**config.mk**
```make
export PLATFORM = sky130hd
export DESIGN_NAME = bcd_clock_regfile
export DESIGN_NICKNAME = d
export VERILOG_FILES = /design/src/rtl/bcd_clock_pkg.sv /design/src/rtl/bcd_field_step.sv /design/src/rtl/bcd_time_core.sv /design/src/rtl/bcd_clock_regfile.sv
export SDC_FILE = /design/constraint.sdc
export NUM_CORES = 1
export LEC_CHECK = 0
export ABC_AREA = 1
export BUFFER_PORTS_ARGS = -buffer_cell sky130_fd_sc_hd__buf_2
export CAP_MARGIN = 10
export CORE_MARGIN = 2
export CORE_UTILIZATION = 35
export DETAILED_ROUTE_END_ITERATION = 8
export SYNTH_ARGS = -nofsm -noshare
export SYNTH_HDL_FRONTEND = slang
export SYNTH_SLANG_ARGS = --single-unit
```
**constraint.sdc**
```tcl
create_clock -name clk -period 2.2 [get_ports clk]
set_input_delay 0.11 -clock clk [delete_from_list [all_inputs] [get_ports clk]]
set_output_delay 0.11 -clock clk [all_outputs]
set_load 0.01 [all_outputs]
```
**src/rtl/bcd_clock_pkg.sv**
```systemverilog
package bcd_clock_pkg;

   localparam int NUM_FIELDS = 8;
   localparam int FIELD_W    = 8;

   // field index equals bus address
   typedef enum logic [2:0] {
      F_CENT = 3'd0, F_SEC = 3'd1, F_MIN = 3'd2, F_HOUR = 3'd3,
      F_WDAY = 3'd4, F_DATE = 3'd5, F_MONTH = 3'd6, F_YEAR = 3'd7
   } field_e;

   function automatic logic [7:0] field_mask(input int idx);
      logic [7:0] m;
      case (idx)
         0:       m = 8'h3F;
         1, 2:    m = 8'h7F;
         3, 5:    m = 8'h3F;
         4:       m = 8'h07;
         6:       m = 8'h1F;
         default: m = 8'hFF;
      endcase
      return m;
   endfunction

   function automatic logic [NUM_FIELDS*8-1:0] all_masks();
      logic [NUM_FIELDS*8-1:0] r;
      for (int i = 0; i < NUM_FIELDS; i++) r[8*i +: 8] = field_mask(i);
      return r;
   endfunction

   function automatic logic [7:0] field_lo(input int idx);
      return (idx == 4 || idx == 5 || idx == 6) ? 8'h01 : 8'h00;
   endfunction

   function automatic logic [7:0] field_hi(input int idx);
      logic [7:0] h;
      case (idx)
         0:       h = 8'h39;
         1, 2:    h = 8'h59;
         3:       h = 8'h23;
         4:       h = 8'h07;
         5:       h = 8'h31;
         6:       h = 8'h12;
         default: h = 8'h99;
      endcase
      return h;
   endfunction

   function automatic logic [7:0] reset_val(input int idx, input logic [7:0] cent);
      logic [7:0] v;
      if (idx == 0) v = cent & 8'h3F;
      else          v = field_lo(idx);
      return v;
   endfunction

   function automatic logic [7:0] bcd_inc(input logic [7:0] v);
      return (v[3:0] == 4'd9) ? {v[7:4] + 4'd1, 4'd0} : {v[7:4], v[3:0] + 4'd1};
   endfunction

   function automatic logic [7:0] month_len(input logic [7:0] mon, input logic [7:0] yr);
      logic [7:0] ybin;
      logic [7:0] len;
      ybin = ({4'd0, yr[7:4]} * 8'd10) + {4'd0, yr[3:0]};
      case (mon)
         8'h02:                      len = (ybin[1:0] == 2'b00) ? 8'h29 : 8'h28;
         8'h04, 8'h06, 8'h09, 8'h11: len = 8'h30;
         default:                    len = 8'h31;
      endcase
      return len;
   endfunction

endpackage

```
**src/rtl/bcd_field_step.sv**
```systemverilog
module bcd_field_step
   import bcd_clock_pkg::*;
(
   input  logic       en,
   input  logic [7:0] cur,
   input  logic [7:0] lo,
   input  logic [7:0] hi,
   output logic [7:0] nxt,
   output logic       at_max
);
   assign at_max = (cur == hi);

   always_comb begin
      nxt = cur;
      if (en) nxt = at_max ? lo : bcd_inc(cur);
   end
endmodule

```
**src/rtl/bcd_time_core.sv**
```systemverilog
module bcd_time_core
   import bcd_clock_pkg::*;
#(
   parameter logic [7:0] RESET_CENT = 8'h20
)(
   input  logic                       clk,
   input  logic                       rst_n,
   input  logic                       tick,
   input  logic                       load,
   input  logic [NUM_FIELDS*8-1:0]    load_val,
   output logic [NUM_FIELDS*8-1:0]    live
);
   logic [7:0]            cur    [NUM_FIELDS];
   logic [7:0]            nxt    [NUM_FIELDS];
   logic [7:0]            hi_sel [NUM_FIELDS];
   logic [NUM_FIELDS-1:0] at_max;
   logic [NUM_FIELDS-1:0] step;
   logic s_sec, s_min, s_hour, s_day, s_mon, s_year, s_cent;

   // carry chain: a commit (load) wins over a coincident tick
   always_comb begin
      s_sec  = tick & ~load;
      s_min  = s_sec  & at_max[F_SEC];
      s_hour = s_min  & at_max[F_MIN];
      s_day  = s_hour & at_max[F_HOUR];
      s_mon  = s_day  & at_max[F_DATE];
      s_year = s_mon  & at_max[F_MONTH];
      s_cent = s_year & at_max[F_YEAR];
      step   = {s_year, s_mon, s_day, s_day, s_hour, s_min, s_sec, s_cent};
   end

   always_comb begin
      for (int i = 0; i < NUM_FIELDS; i++) hi_sel[i] = field_hi(i);
      hi_sel[F_DATE] = month_len(cur[F_MONTH], cur[F_YEAR]);
   end

   for (genvar g = 0; g < NUM_FIELDS; g++) begin : g_field
      bcd_field_step u_step (
         .en     (step[g]),
         .cur    (cur[g]),
         .lo     (field_lo(g)),
         .hi     (hi_sel[g]),
         .nxt    (nxt[g]),
         .at_max (at_max[g])
      );
      assign live[8*g +: 8] = cur[g];
   end

   always_ff @(posedge clk or negedge rst_n) begin
      if (!rst_n) begin
         for (int i = 0; i < NUM_FIELDS; i++) cur[i] <= reset_val(i, RESET_CENT);
      end else begin
         for (int i = 0; i < NUM_FIELDS; i++)
            cur[i] <= load ? load_val[8*i +: 8] : nxt[i];
      end
   end
endmodule

```
**src/rtl/bcd_clock_regfile.sv**
```systemverilog
module bcd_clock_regfile
   import bcd_clock_pkg::*;
#(
   parameter int         ADDR_W     = 3,
   parameter int         DATA_W     = 8,
   parameter logic [7:0] RESET_CENT = 8'h20,
   parameter bit         READ_REG   = 1'b1
)(
   input  logic              clk,
   input  logic              rst_n,
   input  logic              sec_tick,
   input  logic [ADDR_W-1:0] bus_addr,
   input  logic [DATA_W-1:0] bus_wdata,
   input  logic              bus_we,
   input  logic              bus_re,
   output logic [DATA_W-1:0] bus_rdata
);
   localparam int SEL_W = $clog2(NUM_FIELDS);
   localparam int FLAT  = NUM_FIELDS * 8;

   if (DATA_W != FIELD_W) begin : g_bad_data_w
      $error("bcd_clock_regfile: DATA_W must be 8");
   end
   if (ADDR_W < SEL_W) begin : g_bad_addr_w
      $error("bcd_clock_regfile: ADDR_W too small for the register map");
   end
   if (RESET_CENT[7:4] > 4'd3 || RESET_CENT[3:0] > 4'd9) begin : g_bad_cent
      $error("bcd_clock_regfile: RESET_CENT must be BCD 00..39");
   end

   logic [7:0]       usr [NUM_FIELDS];
   logic [FLAT-1:0]  usr_flat;
   logic [FLAT-1:0]  live_flat;
   logic [FLAT-1:0]  load_val;
   logic             ctl_w_q, ctl_r_q;
   logic             addr_ok, wr_en, commit, freeze;
   logic [SEL_W-1:0] sel;
   logic [7:0]       rd_val;

   assign sel = bus_addr[SEL_W-1:0];

   if (ADDR_W > SEL_W) begin : g_addr_hi
      assign addr_ok = ~|bus_addr[ADDR_W-1:SEL_W];
   end else begin : g_addr_full
      assign addr_ok = 1'b1;
   end

   assign wr_en  = bus_we & addr_ok;
   assign freeze = ctl_w_q | ctl_r_q;
   assign commit = wr_en & (sel == '0) & ctl_w_q & ~bus_wdata[7];

   for (genvar g = 0; g < NUM_FIELDS; g++) begin : g_flat
      assign usr_flat[8*g +: 8] = usr[g];
   end

   assign load_val = {usr_flat[FLAT-1:8], 2'b00, bus_wdata[5:0]};

   bcd_time_core #(.RESET_CENT(RESET_CENT)) u_core (
      .clk      (clk),
      .rst_n    (rst_n),
      .tick     (sec_tick),
      .load     (commit),
      .load_val (load_val),
      .live     (live_flat)
   );

   // user layer: bus writes win, otherwise refresh unless held
   always_ff @(posedge clk or negedge rst_n) begin
      if (!rst_n) begin
         for (int i = 0; i < NUM_FIELDS; i++) usr[i] <= reset_val(i, RESET_CENT);
         ctl_w_q <= 1'b0;
         ctl_r_q <= 1'b0;
      end else begin
         for (int i = 0; i < NUM_FIELDS; i++) begin
            if (wr_en && sel == SEL_W'(i)) usr[i] <= bus_wdata & field_mask(i);
            else if (!freeze)              usr[i] <= live_flat[8*i +: 8];
         end
         if (wr_en && sel == '0) begin
            ctl_w_q <= bus_wdata[7];
            ctl_r_q <= bus_wdata[6];
         end
      end
   end

   always_comb begin
      rd_val = usr[sel];
      if (sel == '0) rd_val = {ctl_w_q, ctl_r_q, usr[0][5:0]};
      if (!addr_ok)  rd_val = '0;
   end

   if (READ_REG) begin : g_rd_reg
      always_ff @(posedge clk or negedge rst_n) begin
         if (!rst_n)      bus_rdata <= '0;
         else if (bus_re) bus_rdata <= rd_val;
      end
   end else begin : g_rd_comb
      assign bus_rdata = rd_val;
   end
endmodule

```
; ---- Yosys cells after proc, flatten, opt, wreduce, memory -nomap -nowiden
; Cells that the tools add are included.
[totals]
reg_bits = 138
input_bits = 16
word_cells = 200
[classes]
order_cmp = 1
n_reduce_logical = 34
n_eq_ne = 36
mul = 1
mux = 62
addsub = 17
bitwise_logic = 22
[op_table]
columns = op, count
row1 = two-way mux 8 bit, 59
row2 = adder 4 x 1 -> 4 bit (second input constant), 16
row3 = bitwise AND 8 bit, 8
row4 = equality test 4 bit (second input constant), 8
row5 = binary-select mux 8 bit (select 3 bit), 1
row6 = equality test 8 x 3 -> 1 bit (second input constant), 3
row7 = nonzero test 3 bit, 8
row8 = equality test 8 x 5 -> 1 bit (second input constant), 2
row9 = equality test 8 x 6 -> 1 bit (second input constant), 2
row10 = equality test 8 x 7 -> 1 bit (second input constant), 2
row11 = inequality test 2 x 1 -> 1 bit (second input constant), 8
row12 = case mux 8 bit (2 select lines), 1
row13 = AND reduction 2 bit, 8
row14 = nonzero test 2 bit, 7
row15 = equality test 3 bit (second input constant), 4
row16 = bitwise AND 1 bit, 10
row17 = equality test 8 x 2 -> 1 bit (second input constant), 1
row18 = equality test 8 x 4 -> 1 bit (second input constant), 1
row19 = equality test 8 bit, 1
row20 = equality test 8 bit (second input constant), 1
row21 = logical AND 1 bit, 8
row22 = equality test 3 x 2 -> 1 bit (second input constant), 2
row23 = >= comparator 4 bit (second input constant), 1
row24 = multiplier 4 x 3 -> 1 bit (second input constant), 1
row25 = other kinds (9), 10

; ---- Logic depth before layout (Yosys ltp)
; Gate-level depths: netlist (run 1).
[logic_depth]
depth_word = 14
mapped_depth = 15
ltp_nobuf = 15

; ---- Hierarchy
; Synthesis (run 1) repeated with hierarchy kept, for this count alone.
[hier_totals]
cells_unflattened = 1599
hier_area_um2 = 11105.7
[by_module_without_submodules]
columns = mod, n_inst, cells_each, area_per_inst_um2, seq_area_each_um2
row1 = bcd_field_step, 8, 101, 563.0, 0.0
row2 = bcd_clock_regfile, 1, 471, 3898.7, 1806.7
row3 = bcd_time_core, 1, 320, 2702.6, 1606.5

; ---- Worst setup path after synthesis (run 1)
; No wires, ideal clock.
[synth_path]
kind = register to register
from = reg u_core.cur (netlist bit u_core.live[52])
to = reg u_core.cur (netlist bit u_core.live[4])
required_time_ns = 2.083
slack_ns = 0.385
arrival_time_ns = 1.699
stages_incl_launch_ff = 14
setup_time_ns = 0.117
path_cell_list = dfrtp_1 > inv_1 > ha_1 > inv_1 > nor2_2 > nand3_1 > nand2_1 > inv_2 > nor2_4 > nand3_4 > o21ai_4 > nand2_4 > nand2_1 > nand2_1
[synth_via]
elab_chain_len = 9
elab_cells_between_ends = 14
cone_classes = 7 x eq/ne / 1 x mux / 3 x bitwise / 3 x reduce/logical
[synth_rtl]
columns = element, line_no
row1 = "start, declared", bcd_time_core.sv:13  ; logic [7:0] cur [NUM_FIELDS];
row2 = "start signal, assigned by index", bcd_time_core.sv:54  ; cur[i] <= load ? load_val[8*i +: 8] : nxt[i];
row3 = "equality test 8 x 3 -> 1 bit, or another cell as far along", bcd_clock_pkg.sv:64  ; case (mon)
row4 = OR reduction 4 bit, bcd_clock_pkg.sv:64
row5 = case mux 8 bit (2 select lines), bcd_clock_pkg.sv:64
row6 = equality test 8 bit, bcd_field_step.sv:11  ; assign at_max = (cur == hi);
row7 = bitwise AND 1 bit, bcd_time_core.sv:26  ; s_mon = s_day & at_max[F_DATE];
row8 = bitwise AND 1 bit (*), bcd_time_core.sv:27  ; s_year = s_mon & at_max[F_MONTH];
row9 = bitwise AND 1 bit (*), bcd_time_core.sv:28  ; s_cent = s_year & at_max[F_YEAR];
row10 = nonzero test 2 bit (no line) (*), n/a
row11 = AND reduction 2 bit (no line) (*), n/a
; Every way passes the cells marked *; elsewhere a longest branch is shown, timed or not.
; A chain may end at the register's enable or synchronous reset.

; ---- Worst setup path in the final report (run 1)
[layout_path]
from = reg u_core.cur (netlist bit u_core.live[53])
to = reg u_core.cur (netlist bit u_core.live[63])
[layout_via]
elab_chain_len = 8
elab_cells_between_ends = 13
cone_classes = 7 x eq/ne / 1 x mux / 2 x bitwise / 3 x reduce/logical
[layout_rtl]
columns = element, line_no
row1 = "equality test 8 x 3 -> 1 bit, or another cell as far along", bcd_clock_pkg.sv:64
row2 = OR reduction 4 bit, bcd_clock_pkg.sv:64
row3 = case mux 8 bit (2 select lines), bcd_clock_pkg.sv:64
row4 = equality test 8 bit, bcd_field_step.sv:11
row5 = bitwise AND 1 bit, bcd_time_core.sv:26
row6 = bitwise AND 1 bit (*), bcd_time_core.sv:27
row7 = nonzero test 2 bit (no line) (*), n/a
row8 = AND reduction 2 bit (no line) (*), n/a
; Marks and branches as above.

==> metrics, run 1 <==
Pleak 4.231 nW; WP data arrival 2.39 ns; drt total wl 23440 µm; clk slew on worst S/H paths 0.06 ns; max_cap viols 0; post-layout min period 2.071 ns; Final ANT Viol Nets 0; Worst setup EP type flop; hold crit path type in2reg; CP top delay family simple AND/OR/NAND/NOR gates; Area growth, synth to finish 15.77%; Netlist cell types 46; CTS Buf Count 17; ys flop type dfrtp_1; Top-Level Pins 24; Most common cell on crit path nand2_1; DRC Markers 0; Critical Path RT 2.52 ns; CTS tree done; Worst-Margin Slew 0.9613 ns; run status finished, final reports clean; Clock Skew 0.01559 ns; Vias/cell 5.416; CP Buf/Inv Count 2; CTS max path bufs 2; Setup-failing EPs final 0; Core Area 21960 µm²; initial DRC count 540; DP HPWL 16950 µm; hold path cells 3; worst hold start sec_tick; period utilization 0.9414; post-DR wirelength/cell 17.91 µm; Crit Path Max Fanout 7; Slew headroom 0.3584; num rows 54; Chip Width 153.9 µm; vias in the first global route 6726; post-synthesis register bit count 136; drt first pass iters 5; Synthesis Warnings 0; Startpoint Class flop; DIE AREA 23680 µm²; max-slew violations 0; Worst R2R End u_core.live[63]; number of antenna diodes 0; post-placement cell count 1268; layout cells sized above 1 0.1293; TNS Setup 0 ns; nets@finish 1057; vias post-DR 7089; post-synth net total 1016; asr flop ratio synth 1.000; GRT overflow 0; Final Hold Viols 0; CP Cell Sequence inv_1 > ha_1 > inv_1 > nor2_4 > nand2_2 > nand2_1 > nand3_2 > nor2_4 > nand3_4 > nand2_4 > nand4_1 > nand2_1 > nand2_1; Hold Path Sink u_core.live[11]; Crit Path Class reg2reg; largest net degree at the start of global routing 60; Max stage delay on crit path 0.41 ns; clk sinks 136; fillers 2232; Worst R2R Setup Slack 0.13 ns; Multi-input gate area 3799 µm²; Peak VDD IR 0.5110 mV; commonest non-fill, non-tap cell in the layout nand2_1; Initial Util 0.3581; fin cells 1309; placer congestion estimate 0.9329; I/O Buffers 23; antenna violations before repair 0; Post-synth EDFFs 0; syn_area_per_cell 8.064 µm²; Seq/Total Area, Yosys 0.4341; commonest non-fill, non-tap cells in the layout 170 x nand2_1, 132 x inv_1, 128 x dfrtp_1, 100 x o21ai_0, 94 x nand3_1; Root Driver clkbuf_16; total power 8.265 mW; final core occ 0.4145; Fmax 482.8 MHz; pwr/cell area 908.0 nW/µm²; slowest CP cell dfrtp_1; Worst-Skew Late Latency 0.44 ns; die outline height 153.9 µm; Reg2Reg Depth 13; Gate Count Post-Synth 975; Total GRT Usage 0.2057; htree depth 4; Mapped Area 7863 µm²; first-pass GRT wire length 37910 µm; total area of sequential cells 3413 µm²; worst r2r src u_core.live[53]
[worst register-to-register path: stages (launching register included)]
cell     delay (ns)
dfrtp_1        0.41
inv_1          0.12
ha_1           0.15
inv_1          0.06
nor2_4         0.13
nand2_2        0.07
nand2_1        0.07
nand3_2        0.09
nor2_4         0.13
nand3_4        0.13
nand2_4        0.14
nand4_1        0.26
nand2_1        0.14
nand2_1        0.06
[where the power goes]
part | switching, mW | total [mW] | internal (mW)
clock network | 1.17 | 2.99 | 1.82
registers | 0.354 | 3.36 | 3.01
logic | 1.26 | 1.92 | 0.659
[synthesized netlist by cell type (2+ instances only)]
master | number | area share
a21oi_1 | 32 | 0.020
a22oi_1 | 5 | 0.0048
a31o_2 | 2 | 0.0022
a31oi_1 | 4 | 0.0032
buf_1 | 3 | 0.0014
buf_2 | 6 | 0.0038
clkbuf_1 | 22 | 0.011
dfrtp_1 | 128 | 0.41
dfstp_2 | 8 | 0.027
ha_1 | 25 | 0.040
inv_1 | 134 | 0.064
inv_2 | 5 | 0.0024
mux2_4 | 2 | 0.0038
nand2_1 | 170 | 0.081
nand2_2 | 8 | 0.0064
nand2_4 | 3 | 0.0043
nand3_1 | 95 | 0.060
nand3_4 | 2 | 0.0045
nand3b_1 | 5 | 0.0048
nand4_1 | 13 | 0.010
nor2_1 | 58 | 0.028
nor2_2 | 4 | 0.0032
nor2_4 | 4 | 0.0057
nor3_1 | 5 | 0.0032
o2111ai_1 | 3 | 0.0033
o211ai_1 | 8 | 0.0076
o21ai_0 | 100 | 0.064
o221ai_1 | 41 | 0.046
o22ai_1 | 39 | 0.031
or2_1 | 2 | 0.0016
xnor2_1 | 11 | 0.012
xor2_1 | 14 | 0.016
[layout make-up]
cell class	count	area share
Multi-Input combinational cell	666	0.4173
Sequential cell	136	0.3750
Inverter	140	0.05773
Clock buffer	18	0.04825
Timing Repair Buffer	55	0.04440
Tap cell	280	0.03849
Clock inverter	14	0.01883
[per-layer routing]
layer | part of all wire | up-vias | routed length (µm) | global-route usage
met2 | 0.46 | 202 | 10710 | 0.3177
li1 | - | 3420 | - | -
met3 | 0.065 | 27 | 1518 | 0.04510
met4 | 0.017 | 0 | 399 | 0.05741
met1 | 0.46 | 3440 | 10810 | 0.2919
met5 | 0 | - | 0 | 0
[sequential cells by signal, indices dropped and copies added, names as in the netlist]
register     count
bus_rdata        8
ctl_r_q          1
ctl_w_q          1
load_val        56
u_core.live     64
usr              6
[metrics by stage]
stage	worst slack (ns)	hold WS [ns]	instance area [µm²]
floorplan	0.3848	-0.1856	7863
global placement	0.1051	0.1535	8409
detailed placement	0.1263	0.1519	8409
CTS	0.1077	0.007441	9040
global route	-0.004651	0.03188	9102
finish	0.1289	0.01103	9102
[worst max path at each step]
stage	from	to	slack, ns	depth (start not counted)
5_1_grt	u_core.live[53]	u_core.live[63]	-0.005	13
2_1_floorplan	u_core.live[52]	u_core.live[4]	0.38	13
6_report	u_core.live[53]	u_core.live[63]	0.13	13
4_1_cts	u_core.live[53]	u_core.live[61]	0.11	13
3_5_place_dp	u_core.live[53]	u_core.live[63]	0.13	13
3_3_place_gp	u_core.live[53]	u_core.live[63]	0.11	13
[what timing repair did]
action | CTS | global route
resized for setup | 0 | 4
hold endpoints to repair | 57 | 0
hold buffers | 2 | 0
setup endpoints to repair | 0 | 25
setup buffers | 0 | 7
[logic make-up (layout without fill, tap and decap cells)]
group,after synthesis,after routing,share of synthesized area
AOI/OAI and AO/OA,240,240,0.1892
and+or+nand+nor,373,373,0.2188
xor gates and xnor gates,25,25,0.02785
muxes,3,3,0.005251
DFF,136,136,0.4341
adders and majority gates,25,25,0.03978
buffers and inverters,173,227,0.08498
Power figures use the tool's default switching activity.
==> run 2, diff against run 1 <==
BUFFER_PORTS_ARGS = -buffer_cell sky130_fd_sc_hd__buf_4   (was -buffer_cell sky130_fd_sc_hd__buf_2)
CELL_PAD_IN_SITES_DETAIL_PLACEMENT = 2   (was unset)
CELL_PAD_IN_SITES_GLOBAL_PLACEMENT = 2   (was unset)
PLACE_DENSITY = 0.76   (was unset)
==> metrics, run 2 (same netlist as run 1, synthesis figures left out) <==
run status finished, final reports clean; slowest CP cell dfrtp_2; DP Worst Slack -0.05331 ns (-0.1797 ns); CTS tree done; Initial Util 0.3581 (unchanged); Final ANT Viol Nets 0 (unchanged); I/O Buffers 23 (unchanged); Crit Path Class reg2reg; clk slew on worst S/H paths 0.07 ns (about the same); drt first pass iters 4 (-1); layout cells sized above 1 0.1450 (+0.01579); antenna violations before repair 0 (unchanged); first-pass GRT wire length 48220 µm (+27%); DRC Markers 0 (unchanged); Most common cell on crit path nand4_1; Startpoint Class flop; Peak VDD IR 0.4719 mV (-7.6%); fillers 2478 (+11%); Vias/cell 5.642 (+4.2%); Critical Path RT 2.55 ns (+0.03 ns); Pleak 4.323 nW (+2.2%); Global Route met2 Usage 0.4369 (+0.1193); Area growth, synth to finish 18.30%; initial DRC count 437 (-19%); vias post-DR 7493 (+5.7%); max_cap viols 0 (unchanged); DP HPWL 22060 µm (+30%); clk sinks 136 (unchanged); placer congestion estimate 0.8065 (-14%); WP data arrival 2.43 ns (+0.04 ns); Total GRT Usage 0.2671 (+0.06142); CP Cell Sequence inv_1 > ha_1 > nand4_1 > nor3_1 > buf_4 > nand4_1 > nand2_4 > buf_6 > nand2_1 > o21ai_0; hold crit path type in2reg; post-DR wirelength/cell 22.80 µm (+27%); nets@finish 1076 (+1.8%); CTS Buf Count 17 (unchanged); Max stage delay on crit path 0.43 ns (+0.02 ns); total area of sequential cells 3415 µm² (about the same); Worst setup EP type flop; Chip Width 153.9 µm (unchanged); Core Area 21960 µm² (unchanged); Top-Level Pins 24 (unchanged); RSZ-0062 raised after global routing true; CTS max path bufs 2 (unchanged); Worst-Skew Late Latency 0.44 ns (about the same); routing usage on met3 0.04848 (+0.003382); pwr/cell area 905.8 nW/µm² (-0.24%); vias in the first global route 8102 (+20%); Final Hold Viols 0 (unchanged); period utilization 0.9452 (+0.003806); htree depth 4 (unchanged); Multi-input gate area 3839 µm² (+1.1%); Crit Path Max Fanout 7 (unchanged); GRT overflow 0 (unchanged); Min Hold Slack 0.02071 ns (+0.009687 ns); Fmax 480.9 MHz (-0.40%); die outline height 153.9 µm (unchanged); number of antenna diodes 0 (unchanged); Worst-Margin Slew 0.6245 ns (-0.3368 ns); largest net degree at the start of global routing 56 (-6.7%); Root Driver clkbuf_16; commonest non-fill, non-tap cells in the layout 167 x nand2_1, 134 x inv_1, 127 x dfrtp_1, 100 x o21ai_0, 94 x nand3_1; GRT met1 Usage 0.3670 (+0.07515); max reg flops 64 (unchanged); post-layout min period 2.079 ns (+0.008374 ns); Clock Skew 0.01042 ns (-0.005169 ns); drt total wl 30270 µm (+29%); Setup-failing EPs final 0 (unchanged); TNS Setup 0 ns (unchanged); max-slew violations 0 (unchanged); DIE AREA 23680 µm² (unchanged); num rows 54 (unchanged); Slew headroom 0.5821 (+0.2237); commonest non-fill, non-tap cell in the layout nand2_1; Setup WS post-layout 0.1205 ns (-0.008374 ns); grt peak-use layer met2
run 2: worst paths after layout:
check                           startpoint               to  slack, ns  cells past startpoint
max reg2reg                u_core.live[28]  u_core.live[50]       0.12                     10
min                               sec_tick  u_core.live[11]       0.02                      3
max in group asynchronous            rst_n     load_val[18]       1.24                      3
min reg2reg                 u_core.live[7]   u_core.live[7]       0.52                      2
min in group asynchronous            rst_n  u_core.live[30]       0.19                      2
max                        u_core.live[28]  u_core.live[50]       0.12                     10
run 2: where the power goes:
part / switching [mW] / leakage [nW] / total [mW] / internal (mW)
Combinational: 1.44 / 2.37 / 2.18 / 0.743
Clock: 1.28 / 0.279 / 2.89 / 1.61
Sequential: 0.342 / 1.67 / 3.35 / 3.01
Total: 3.06 / 4.32 / 8.43 / 5.36
run 2: critical path: cells and delay by family (launching register included):
kind | cells | cell delay (ns)
AND/OR/NAND/NOR | 5 | 0.91
flip-flops | 1 | 0.43
buffers and inverters | 3 | 0.38
AO/OA/AOI/OAI | 1 | 0.08
adder cells (fa/ha/maj) | 1 | 0.17
run 2: layout make-up:
cell class	count	area share
tap	280	0.03766
sequential	136	0.3671
multi-input combinational	667	0.4127
clock inverter	14	0.01480
inverter	140	0.05650
timing repair buffer	73	0.06403
clock buffer	18	0.04722
run 2: layer usage:
layer  part of all wire  vias to the layer above
li1                   -                     3467
met1               0.47                     3873
met2               0.48                      130
met3              0.041                       23
met4              0.014                        0
met5                  0                        -
run 2: through the flow:
stage	cell area, µm²	std cells	utilization	power (mW)
global route	9301	1328	0.4236	8.883
floorplan	7863	975	-	4.547
CTS	9224	1324	0.4201	8.444
detailed placement	8579	1285	0.3907	5.512
finish	9301	1328	0.4236	8.425
global placement	8579	1285	0.3907	5.391
run 2: what timing repair did:
item                                    in CTS  in global routing
endpoints found under the hold margin       50                  0
hold buffers                                 6                  0
gates cloned                                 0                  1
resized for setup                            0                 12
endpoints found under the setup margin       4                 32
pin swaps                                    0                  5
buffers inserted                             1                  3
==> run 3, diff against run 2 <==
HOLD_SLACK_MARGIN = 0.05   (was unset)
==> metrics, run 3 (same netlist as run 1, synthesis figures left out) <==
run status finished, final reports clean; clk sinks 136 (unchanged); CP Cell Sequence inv_1 > ha_1 > nand4_1 > nor3_1 > buf_4 > nand4_1 > nand2_4 > buf_6 > nand2_1 > o21ai_0; Core Area 21960 µm² (unchanged); Clock Skew 0.01021 ns (-0.0002132 ns); RSZ-0062 raised after global routing true; Global Route met2 Usage 0.4391 (+0.002145); CTS max path bufs 2 (unchanged); WP data arrival 2.44 ns (about the same); GRT met1 Usage 0.3651 (-0.001969); nets@finish 1079 (+0.28%); final core occ 0.4252 (+0.001595); post-layout min period 2.090 ns (+0.01074 ns); grt peak-use layer met2; commonest non-fill, non-tap cells in the layout 167 x nand2_1, 134 x inv_1, 127 x dfrtp_1, 100 x o21ai_0, 94 x nand3_1; Vias/cell 5.675 (+0.59%); vias in the first global route 8145 (+0.53%); I/O Buffers 23 (unchanged); worst r2r src u_core.live[28]; Top-Level Pins 24 (unchanged); clk slew on worst S/H paths 0.07 ns (about the same); post-placement cell count 1285 (unchanged); largest net degree at the start of global routing 56 (unchanged); CP Launch Point u_core.live[28]; Peak VDD IR 0.4696 mV (-0.50%); Fmax 478.4 MHz (-0.51%); Most common cell on crit path nand4_1; max reg flops 64 (unchanged); routing usage on met3 0.05017 (+0.001691); DP HPWL 22060 µm (unchanged); GRT overflow 0 (unchanged); die outline height 153.9 µm (unchanged); vias post-DR 7554 (+0.81%); Critical Path RT 2.55 ns (about the same); commonest non-fill, non-tap cell in the layout nand2_1; CTS tree done; Crit Path Max Fanout 7 (unchanged); pwr/cell area 903.0 nW/µm² (-0.31%); Crit. path cell count 10 (unchanged); Final Hold Viols 0 (unchanged); Slew headroom 0.5804 (-0.001681); Setup-failing EPs final 0 (unchanged); initial DRC count 466 (+6.6%); Area growth, synth to finish 18.75%; num rows 54 (unchanged); Startpoint Class flop; layout cells sized above 1 0.1446 (-0.0004140); Worst-Margin Slew 0.6270 ns (+0.002513 ns); Max stage delay on crit path 0.43 ns (about the same); hold crit path type in2reg; DRC Markers 0 (unchanged); fin cells 1331 (+0.23%); max-slew violations 0 (unchanged); htree depth 4 (unchanged); drt total wl 30350 µm (+0.26%); CP top delay family simple AND/OR/NAND/NOR gates; Chip Width 153.9 µm (unchanged); slowest CP cell dfrtp_2; max_cap viols 0 (unchanged); placer congestion estimate 0.8065 (unchanged); antenna violations before repair 0 (unchanged); Worst R2R End u_core.live[50]; Crit Path Class reg2reg; Pleak 4.336 nW (+0.30%); CP Buf/Inv Count 3 (unchanged); DIE AREA 23680 µm² (unchanged); drt first pass iters 5 (+1); Final ANT Viol Nets 0 (unchanged); first-pass GRT wire length 48290 µm (+0.13%); period utilization 0.9501 (+0.004882); post-DR wirelength/cell 22.80 µm (about the same); CP endpoint u_core.live[50]; Min Hold Slack 0.1029 ns (+0.08221 ns); Worst R2R Setup Slack 0.11 ns (about the same); Worst-Skew Late Latency 0.43 ns (about the same); CTS Buf Count 17 (unchanged); total power 8.431 mW (about the same); Root Driver clkbuf_16; Worst setup EP type flop; Total GRT Usage 0.2674 (+0.0003025); Reg2Reg Depth 10 (unchanged); Initial Util 0.3581 (unchanged); number of antenna diodes 0 (unchanged)
## run 3: cell types whose count changed in the layout (fill, tap and decap cells not counted), sizes merged
cell	previous run	this run
dlygate4sd3	6	9
## run 3: how the worst min path moves through the flow
stage	slack (ns)	cells after the start	start	end
6_report	0.10	3	bus_wdata[0]	usr[56]
5_1_grt	0.09	3	bus_wdata[0]	usr[56]
4_1_cts	0.07	3	bus_wdata[0]	usr[56]
3_5_place_dp	0.08	1	rst_n	u_core.live[30]
3_3_place_gp	0.09	1	rst_n	u_core.live[31]
2_1_floorplan	-0.19	0	rst_n	bus_rdata[0]
## run 3: through the flow
stage | TNS [ns] | setup WS [ns] | cell area [µm²]
5_1_grt | -0.2615 | -0.04188 | 9336
3_3_place_gp | 0 | 0.04923 | 8579
2_1_floorplan | 0 | 0.3848 | 7863
3_5_place_dp | -0.1409 | -0.05331 | 8579
4_1_cts | 0 | 0.04410 | 9254
6_report | 0 | 0.1098 | 9336
## run 3: timing repair
action                                  CTS  global route
buffers inserted                          1             3
pin swaps                                 0             5
gates resized for setup                   0            13
endpoints found under the hold margin    61             0
hold buffers                              9             0
endpoints found under the setup margin    4            33
cloned                                    0             1
## run 3: power breakdown
group | leakage [nW] | switching [mW] | internal [mW] | total, mW
logic | 2.38 | 1.45 | 0.747 | 2.19
clock network | 0.279 | 1.28 | 1.61 | 2.89
registers | 1.67 | 0.340 | 3.01 | 3.35
## run 3: worst reg2reg max path, cell delays in order (launching register included)
cell and delay [ns]:
dfrtp_2 0.43, inv_1 0.08, ha_1 0.17, nand4_1 0.23, nor3_1 0.25, buf_4 0.16, nand4_1 0.19, nand2_4 0.20
buf_6 0.14, nand2_1 0.05, o21ai_0 0.08
## run 3: metal layers
metal / vias up / part of all wire
met5: - / 0
met4: 0 / 0.015
met3: 27 / 0.042
met2: 130 / 0.48
met1: 3921 / 0.46
li1: 3476 / -
## run 3: cell type report
cell class / count / area (µm²)
fillers: 2474 / 12620
multi-input cells: 667 / 3844
flip-flops and latches: 136 / 3415
repair buffers: 76 / 625.6
inverters: 140 / 525.5
clock buffers: 18 / 439.2
well taps: 280 / 350.3
clock inverters: 14 / 137.6
